File: src/rtl/busw_pkg.sv
package busw_pkg;

  // Strobes from the arbitration control to the lane datapath.
  typedef struct packed {
    logic wide1;    // slot 1 owns the whole bus
    logic wide2;    // slot 2 owns the whole bus
    logic narrow1;  // slot 1 byte on the low lane
    logic narrow2;  // slot 2 byte on the high lane
    logic clash;    // a word write met another request
  } buswStrobe_t;

endpackage

File: src/rtl/busw_ctrl.sv
module busw_ctrl
  import busw_pkg::*;
(
  input  logic        slot1Req,
  input  logic        slot1Wide,
  input  logic        slot2Req,
  input  logic        slot2Wide,
  output buswStrobe_t strobe
);

  logic want1Wide;
  logic want1Byte;
  logic want2Wide;
  logic want2Byte;

  always_comb begin
    want1Wide = slot1Req && slot1Wide;
    want1Byte = slot1Req && !slot1Wide;
    want2Wide = slot2Req && slot2Wide;
    want2Byte = slot2Req && !slot2Wide;

    // Slot 1 always keeps its grant; slot 2 yields whenever a word write is involved.
    strobe.wide1   = want1Wide;
    strobe.narrow1 = want1Byte;
    strobe.wide2   = want2Wide && !slot1Req;
    strobe.narrow2 = want2Byte && !want1Wide;
    strobe.clash   = (want1Wide && slot2Req) || (want2Wide && slot1Req);
  end

  // At most one slot may own the whole bus.
  always_comb begin
    AST_ONE_WIDE_OWNER: assert (!(strobe.wide1 && strobe.wide2));
  end

endmodule

File: src/rtl/busw_dpath.sv
module busw_dpath
  import busw_pkg::*;
#(
  parameter int LANE_W = 8,
  localparam int LANES = 2,
  localparam int BUS_W = LANES * LANE_W
) (
  input  logic              clk,
  input  logic              rstN,
  input  buswStrobe_t       strobe,
  input  logic [BUS_W-1:0]  slot1Data,
  input  logic [BUS_W-1:0]  slot2Data,
  output logic [BUS_W-1:0]  busData,
  output logic [LANES-1:0]  laneValid,
  output logic              conflict
);

  logic [BUS_W-1:0] busNext;
  logic [LANES-1:0] validNext;

  for (genvar g = 0; g < LANES; g++) begin : gLane
    // Each lane has one byte owner: slot 1 for lane 0, slot 2 for lane 1.
    logic ownerByte;
    logic [LANE_W-1:0] ownerData;
    if (g == 0) begin : gLow
      assign ownerByte = strobe.narrow1;
      assign ownerData = slot1Data[LANE_W-1:0];
    end else begin : gHigh
      assign ownerByte = strobe.narrow2;
      assign ownerData = slot2Data[LANE_W-1:0];
    end

    always_comb begin
      if (strobe.wide1) begin
        busNext[g*LANE_W +: LANE_W] = slot1Data[g*LANE_W +: LANE_W];
        validNext[g] = 1'b1;
      end else if (strobe.wide2) begin
        busNext[g*LANE_W +: LANE_W] = slot2Data[g*LANE_W +: LANE_W];
        validNext[g] = 1'b1;
      end else if (ownerByte) begin
        busNext[g*LANE_W +: LANE_W] = ownerData;
        validNext[g] = 1'b1;
      end else begin
        busNext[g*LANE_W +: LANE_W] = '0;
        validNext[g] = 1'b0;
      end
    end

    AST_LANE_ZERO: assert property (@(posedge clk) disable iff (!rstN)
      !laneValid[g] |-> busData[g*LANE_W +: LANE_W] == '0);
  end

  always_ff @(posedge clk) begin
    if (!rstN) begin
      busData   <= '0;
      laneValid <= '0;
      conflict  <= 1'b0;
    end else begin
      busData   <= busNext;
      laneValid <= validNext;
      conflict  <= strobe.clash;
    end
  end

endmodule

File: src/rtl/dual_slot_bus_writer.sv
module dual_slot_bus_writer
  import busw_pkg::*;
#(
  parameter int LANE_W = 8,
  localparam int BUS_W = 2 * LANE_W
) (
  input  logic             clk,
  input  logic             rstN,
  input  logic             slot1Req,
  input  logic             slot1Wide,
  input  logic [BUS_W-1:0] slot1Data,
  input  logic             slot2Req,
  input  logic             slot2Wide,
  input  logic [BUS_W-1:0] slot2Data,
  output logic [BUS_W-1:0] busData,
  output logic [1:0]       laneValid,
  output logic             conflict
);

  buswStrobe_t strobe;

  busw_ctrl u_ctrl (
    .slot1Req (slot1Req),
    .slot1Wide(slot1Wide),
    .slot2Req (slot2Req),
    .slot2Wide(slot2Wide),
    .strobe   (strobe)
  );

  busw_dpath #(.LANE_W(LANE_W)) u_dpath (
    .clk      (clk),
    .rstN     (rstN),
    .strobe   (strobe),
    .slot1Data(slot1Data),
    .slot2Data(slot2Data),
    .busData  (busData),
    .laneValid(laneValid),
    .conflict (conflict)
  );

  AST_PAIR_BYTES: assert property (@(posedge clk) disable iff (!rstN)
    (slot1Req && !slot1Wide && slot2Req && !slot2Wide) |=>
      (laneValid == 2'b11 && !conflict));

  AST_WIDE1_FULL: assert property (@(posedge clk) disable iff (!rstN)
    (slot1Req && slot1Wide) |=>
      (busData == $past(slot1Data) && laneValid == 2'b11));

  AST_CONFLICT_CAUSE: assert property (@(posedge clk) disable iff (!rstN)
    conflict |-> ($past(slot1Req) && $past(slot2Req)
                  && ($past(slot1Wide) || $past(slot2Wide))));

  AST_IDLE_CLEARS: assert property (@(posedge clk) disable iff (!rstN)
    (!slot1Req && !slot2Req) |=>
      (busData == '0 && laneValid == 2'b00 && !conflict));

endmodule

File: config.mk
export PLATFORM = sky130hd
export DESIGN_NAME = dual_slot_bus_writer
export DESIGN_NICKNAME = d
export VERILOG_FILES = /design/src/rtl/busw_pkg.sv /design/src/rtl/busw_ctrl.sv /design/src/rtl/busw_dpath.sv /design/src/rtl/dual_slot_bus_writer.sv
export SDC_FILE = /design/constraint.sdc
export NUM_CORES = 1
export LEC_CHECK = 0
export BUFFER_PORTS_ARGS = -buffer_cell sky130_fd_sc_hd__buf_2
export CAP_MARGIN = 20
export CORE_UTILIZATION = 35
export DETAILED_ROUTE_END_ITERATION = 16
export PLACE_DENSITY_LB_ADDON = 0.05
export SLEW_MARGIN = 5
export SYNTH_ARGS = -nofsm -noshare
export SYNTH_HDL_FRONTEND = slang
export SYNTH_HIERARCHICAL = 1
export SYNTH_SLANG_ARGS = --single-unit
File: constraint.sdc
create_clock -name clk -period 0.94 [get_ports clk]
set_clock_uncertainty 0.05 [all_clocks]
set_input_delay 0 -clock clk [delete_from_list [all_inputs] [get_ports clk]]
set_output_delay 0 -clock clk [all_outputs]
set_load 0.01 [all_outputs]
## After elaboration in Yosys (flattened, before gate mapping)

Cells that the tools add are included.

| cells by class | value |
|---|---|
| add/sub/neg operators | 0 |
| $mul | 0 |
| div/mod/pow operators | 0 |
| order comparisons | 0 |
| eq/ne operators | 0 |
| shift operators | 0 |
| mux-type cells | 12 |
| bitwise logic cells | 0 |
| reduce and logical (&&, ||, !) cells | 13 |

Operators by type and width:

| operator | count |
|---|---|
| $mux W8 | 6 |
| $logic_and A1 B1 Y1 | 8 |
| $mux W1 | 6 |
| $logic_not A1 Y1 | 4 |
| $logic_or A1 B1 Y1 | 1 |

| storage, ports and cells | value |
|---|---|
| register bits | 19 |
| latch bits | 0 |
| RAM bits | 0 |
| ROM bits | 0 |
| bits of input ports | 38 |
| output and inout port bits | 19 |
| logic and storage cells | 28 |
| memories kept | 0 |

## Longest topological paths before layout

| logic depth | value |
|---|---|
| word-level depth | 6 |
| mapped depth | 6 |

## Cells and area by module

The synthesis kept the hierarchy.

Modules (own cells, without submodules):

| module | instances | cells each | area an instance (µm²) | sequential area each (µm²) |
|---|---|---|---|---|
| busw_dpath | 1 | 71 | 725.7 | 380.4 |
| busw_ctrl | 1 | 8 | 60.1 | 0.0 |

## Worst setup path after synthesis

OpenSTA, ideal clock, no wires.

| timing | value |
|---|---|
| kind | input port to flip-flop |
| from | input slot1Req |
| to | register u_dpath.busData[0] |
| library setup time | 0.129 ns |
| data arrival time | 0.736 ns |
| path slack | 0.025 ns |
| stages on the path | 6 |
| cells stage by stage | and2_4 -> buf_4 -> nand2b_1 -> buf_6 -> mux2i_1 -> nor2_1 |

RTL lines:

| what | RTL line | text |
|---|---|---|
| start, declared | dual_slot_bus_writer.sv:9 | `input logic slot1Req,` |
| end signal, assigned | busw_dpath.sv:59 | `busData <= busNext;` |
| end, declared | busw_dpath.sv:13 | `output logic [BUS_W-1:0] busData,` |

## Worst setup path in the final report

| timing | value |
|---|---|
| from | input slot2Data[3] |
| to | register u_dpath.busData[11] |

| on the way | value |
|---|---|
| longest elaborated chain between the ends | 3 |

Ends and longest elaborated chain:

| what | RTL line | text |
|---|---|---|
| start, declared | dual_slot_bus_writer.sv:14 | `input logic [BUS_W-1:0] slot2Data,` |
| $mux W8 | busw_dpath.sv:40 | `end else if (ownerByte) begin` |
| $mux W8 | busw_dpath.sv:37 | `end else if (strobe.wide2) begin` |
| $mux W8 | busw_dpath.sv:34 | `if (strobe.wide1) begin` |

Every way passes these cells.
A chain may end at the register's enable or synchronous reset.

==> metrics.md <==
| Metric | Value |
|---|---|
| Max-slew violations | `0` |
| TritonCTS Sinks | `19` |
| Post-route minimum period | `0.970 ns` |
| Area of the multi-input gates | `364 µm²` |
| Critical path fanouts, max | `2` |
| Nets | `210` |
| Final Worst Setup Slack | `-0.0298 ns` |
| Syn Area/Cell | `9.95 µm²` |
| Core area | `0.00204 mm²` |
| Seq cells post-synth | `19` |
| Pwr per Cell Area | `1160 mW/mm²` |
| Main synth FF type | `dfxtp_1` |
| Tot Pwr | `1.71 mW` |
| RD Place Congestion | `0.751` |
| Global-route wire length before repair | `3960 µm` |
| Pleak | `0.762 nW` |
| HP Class | `in2reg` |
| Depth of the CTS H-tree | `1` |
| Die width | `49.4 µm` |
| Final core area utilization | `72.0%` |
| Commonest non-fill, non-tap cells in the layout | `buf_2, dlygate4sd3_1, dfxtp_1` |
| Crit path DAT | `1.10 ns` |
| Aggregate global routing overflow | `0` |
| Worst-Margin Slew | `0.351 ns` |
| Initial DRC Count | `28` |
| Post-DP HPWL | `1500 µm` |
| DR DRC count | `0` |
| CP Cell Sequence | `dlygate4sd3_1 -> buf_2 -> a221oi_1 -> nor2_1` |
| Row cnt | `16` |
| Post-synthesis instance area | `786 µm²` |
| Commonest non-fill, non-tap cell in the layout | `buf_2` |
| DRT Pass-1 Iters | `4` |
| Crit Path Category | `in2reg` |
| Die Span Y | `49.4 µm` |
| Crit end category | `flop` |
| Hold Vio Cnt, Final | `0` |
| Crit share post-route | `103%` |
| WL/cell | `13.2 µm` |
| Routed Antenna Nets | `0` |
| Port Buf Inserts | `56` |
| Starting Density | `38.5%` |
| Clock transition at the registers of the reported paths | `0.11 ns` |
| Worst vdd ir | `0.674 mV` |
| Post-synth EDFFs | `0` |
| Crit. Startpoint | `slot2Data[3]` |
| Relative slew slack | `76.5%` |
| Layout area overhead | `87.1%` |
| Syn nets | `117` |
| Register area share after synthesis | `48.4%` |
| Achievable Freq | `1.03 GHz` |
| Beginning of the worst hold path | `slot2Req` |
| Failing checks | `setup timing` |
| CP max stage delay | `0.55 ns` |
| Clock Path Buffers | `2` |
| Slowest CP cell | `dlygate4sd3_1` |
| Total CTS buffers | `3` |
| Die area | `0.00244 mm²` |
| Vias | `899` |
| Netlist cell types | `19` |
| Diode count | `0` |
| Antenna violations before repair | `0` |
| Max-cap violations | `0` |
| Layout cells sized above 1 | `41.5%` |
| Largest net degree at the start of global routing | `12` |
| Async set or reset register ratio after synthesis | `0%` |
| Final Setup Violations | `1` |
| Synth Instances | `79` |
| Vias in the first global route | `864` |
| Fin Setup TNS | `-0.0298 ns` |
| Placed Area | `0.00109 mm²` |
| Fill cell count | `170` |
| Register area | `380 µm²` |
| Number of placed I/O pins | `57` |
| CP Launch Type | `input pin` |
| All-Layer GR Usage | `21.8%` |
| CP required | `1.07 ns` |
| Yosys warns | `6` |
| Clock Tree Root | `clkbuf_4` |
| TritonCTS clock tree | `done` |
| Final WL | `2610 µm` |
| Final Cell Area | `0.00147 mm²` |
| DR vias/cell | `4.54` |
| Status | `finished, violations left` |
## area by class of cell
cell class / instances / share of cell area, %
multi-input cells: 51 / 24.8
inverters: 2 / 0.511
flip-flops and latches: 19 / 25.9
well taps: 27 / 2.30
repair buffers: 95 / 44.8
clock buffers: 4 / 1.79
## cell families after synthesis
| family | count (synthesis) | share of synthesized area (%) |
|---|---|---|
| AO/OA/AOI/OAI | 19 | 19.1 |
| buffers and inverters | 9 | 7.80 |
| flip-flops | 19 | 48.4 |
| multiplexers | 8 | 10.2 |
| AND/OR/NAND/NOR | 24 | 14.5 |
## flip-flops by register name, summed over array words and instances (netlist names)
register / flops
u_dpath/busData: 16
u_dpath/conflict: 1
u_dpath/laneValid: 2
## Yosys cell counts, types with 2 or more instances
master | number | share of area (%)
a221oi_1 | 8 | 8.9
dfxtp_1 | 19 | 48
mux2i_1 | 8 | 10
nor2b_1 | 2 | 1.6
nor2_1 | 17 | 8.1
inv_1 | 2 | 0.96
buf_4 | 3 | 2.9
o21ai_0 | 8 | 5.1
buf_6 | 2 | 2.9
## stage by stage
stage	instances	hold slack [ns]	setup slack [ns]
3_3_place_gp	161	0.185	-0.370
2_1_floorplan	79	0.0939	0.0245
3_5_place_dp	161	0.191	-0.418
6_report	198	0.0270	-0.0298
4_1_cts	198	0.0230	0.0171
5_1_grt	198	0.0217	-0.0446
## power breakdown
group / total, mW / internal [mW] / switching, mW / leakage [nW]
Clock: 0.405 / 0.165 / 0.241 / 0.0150
Sequential: 0.865 / 0.853 / 0.0124 / 0.157
Combinational: 0.441 / 0.255 / 0.186 / 0.590
Total: 1.71 / 1.27 / 0.439 / 0.762
## final timing paths
check                              to  depth (start not counted)
setup / recovery  u_dpath/busData[11]                          4
hold / removal       u_dpath/conflict                          3
## worst max-delay path: cells and delay by family
family                 cells  cell delay, ns
buffers and inverters      2            0.70
AOI/OAI and AO/OA          1            0.31
and+or+nand+nor            1            0.09
## layer usage
| metal | global-route usage (%) | vias to the layer above | wire length, µm |
|---|---|---|---|
| met5 | 0 | - | 0 |
| met4 | 9.05 | 0 | 65 |
| met2 | 38.8 | 38 | 1310 |
| li1 | - | 459 | - |
| met3 | 2.80 | 6 | 123 |
| met1 | 26.2 | 396 | 1110 |
## timing repair
item,4_1_cts,5_1_grt
hold buffers,33,0
endpoints found under the setup margin,8,11
pin swaps,0,0
resized for setup,1,4
hold endpoints to repair,17,0
setup buffers,0,0
(Power assumes the default switching activity.)
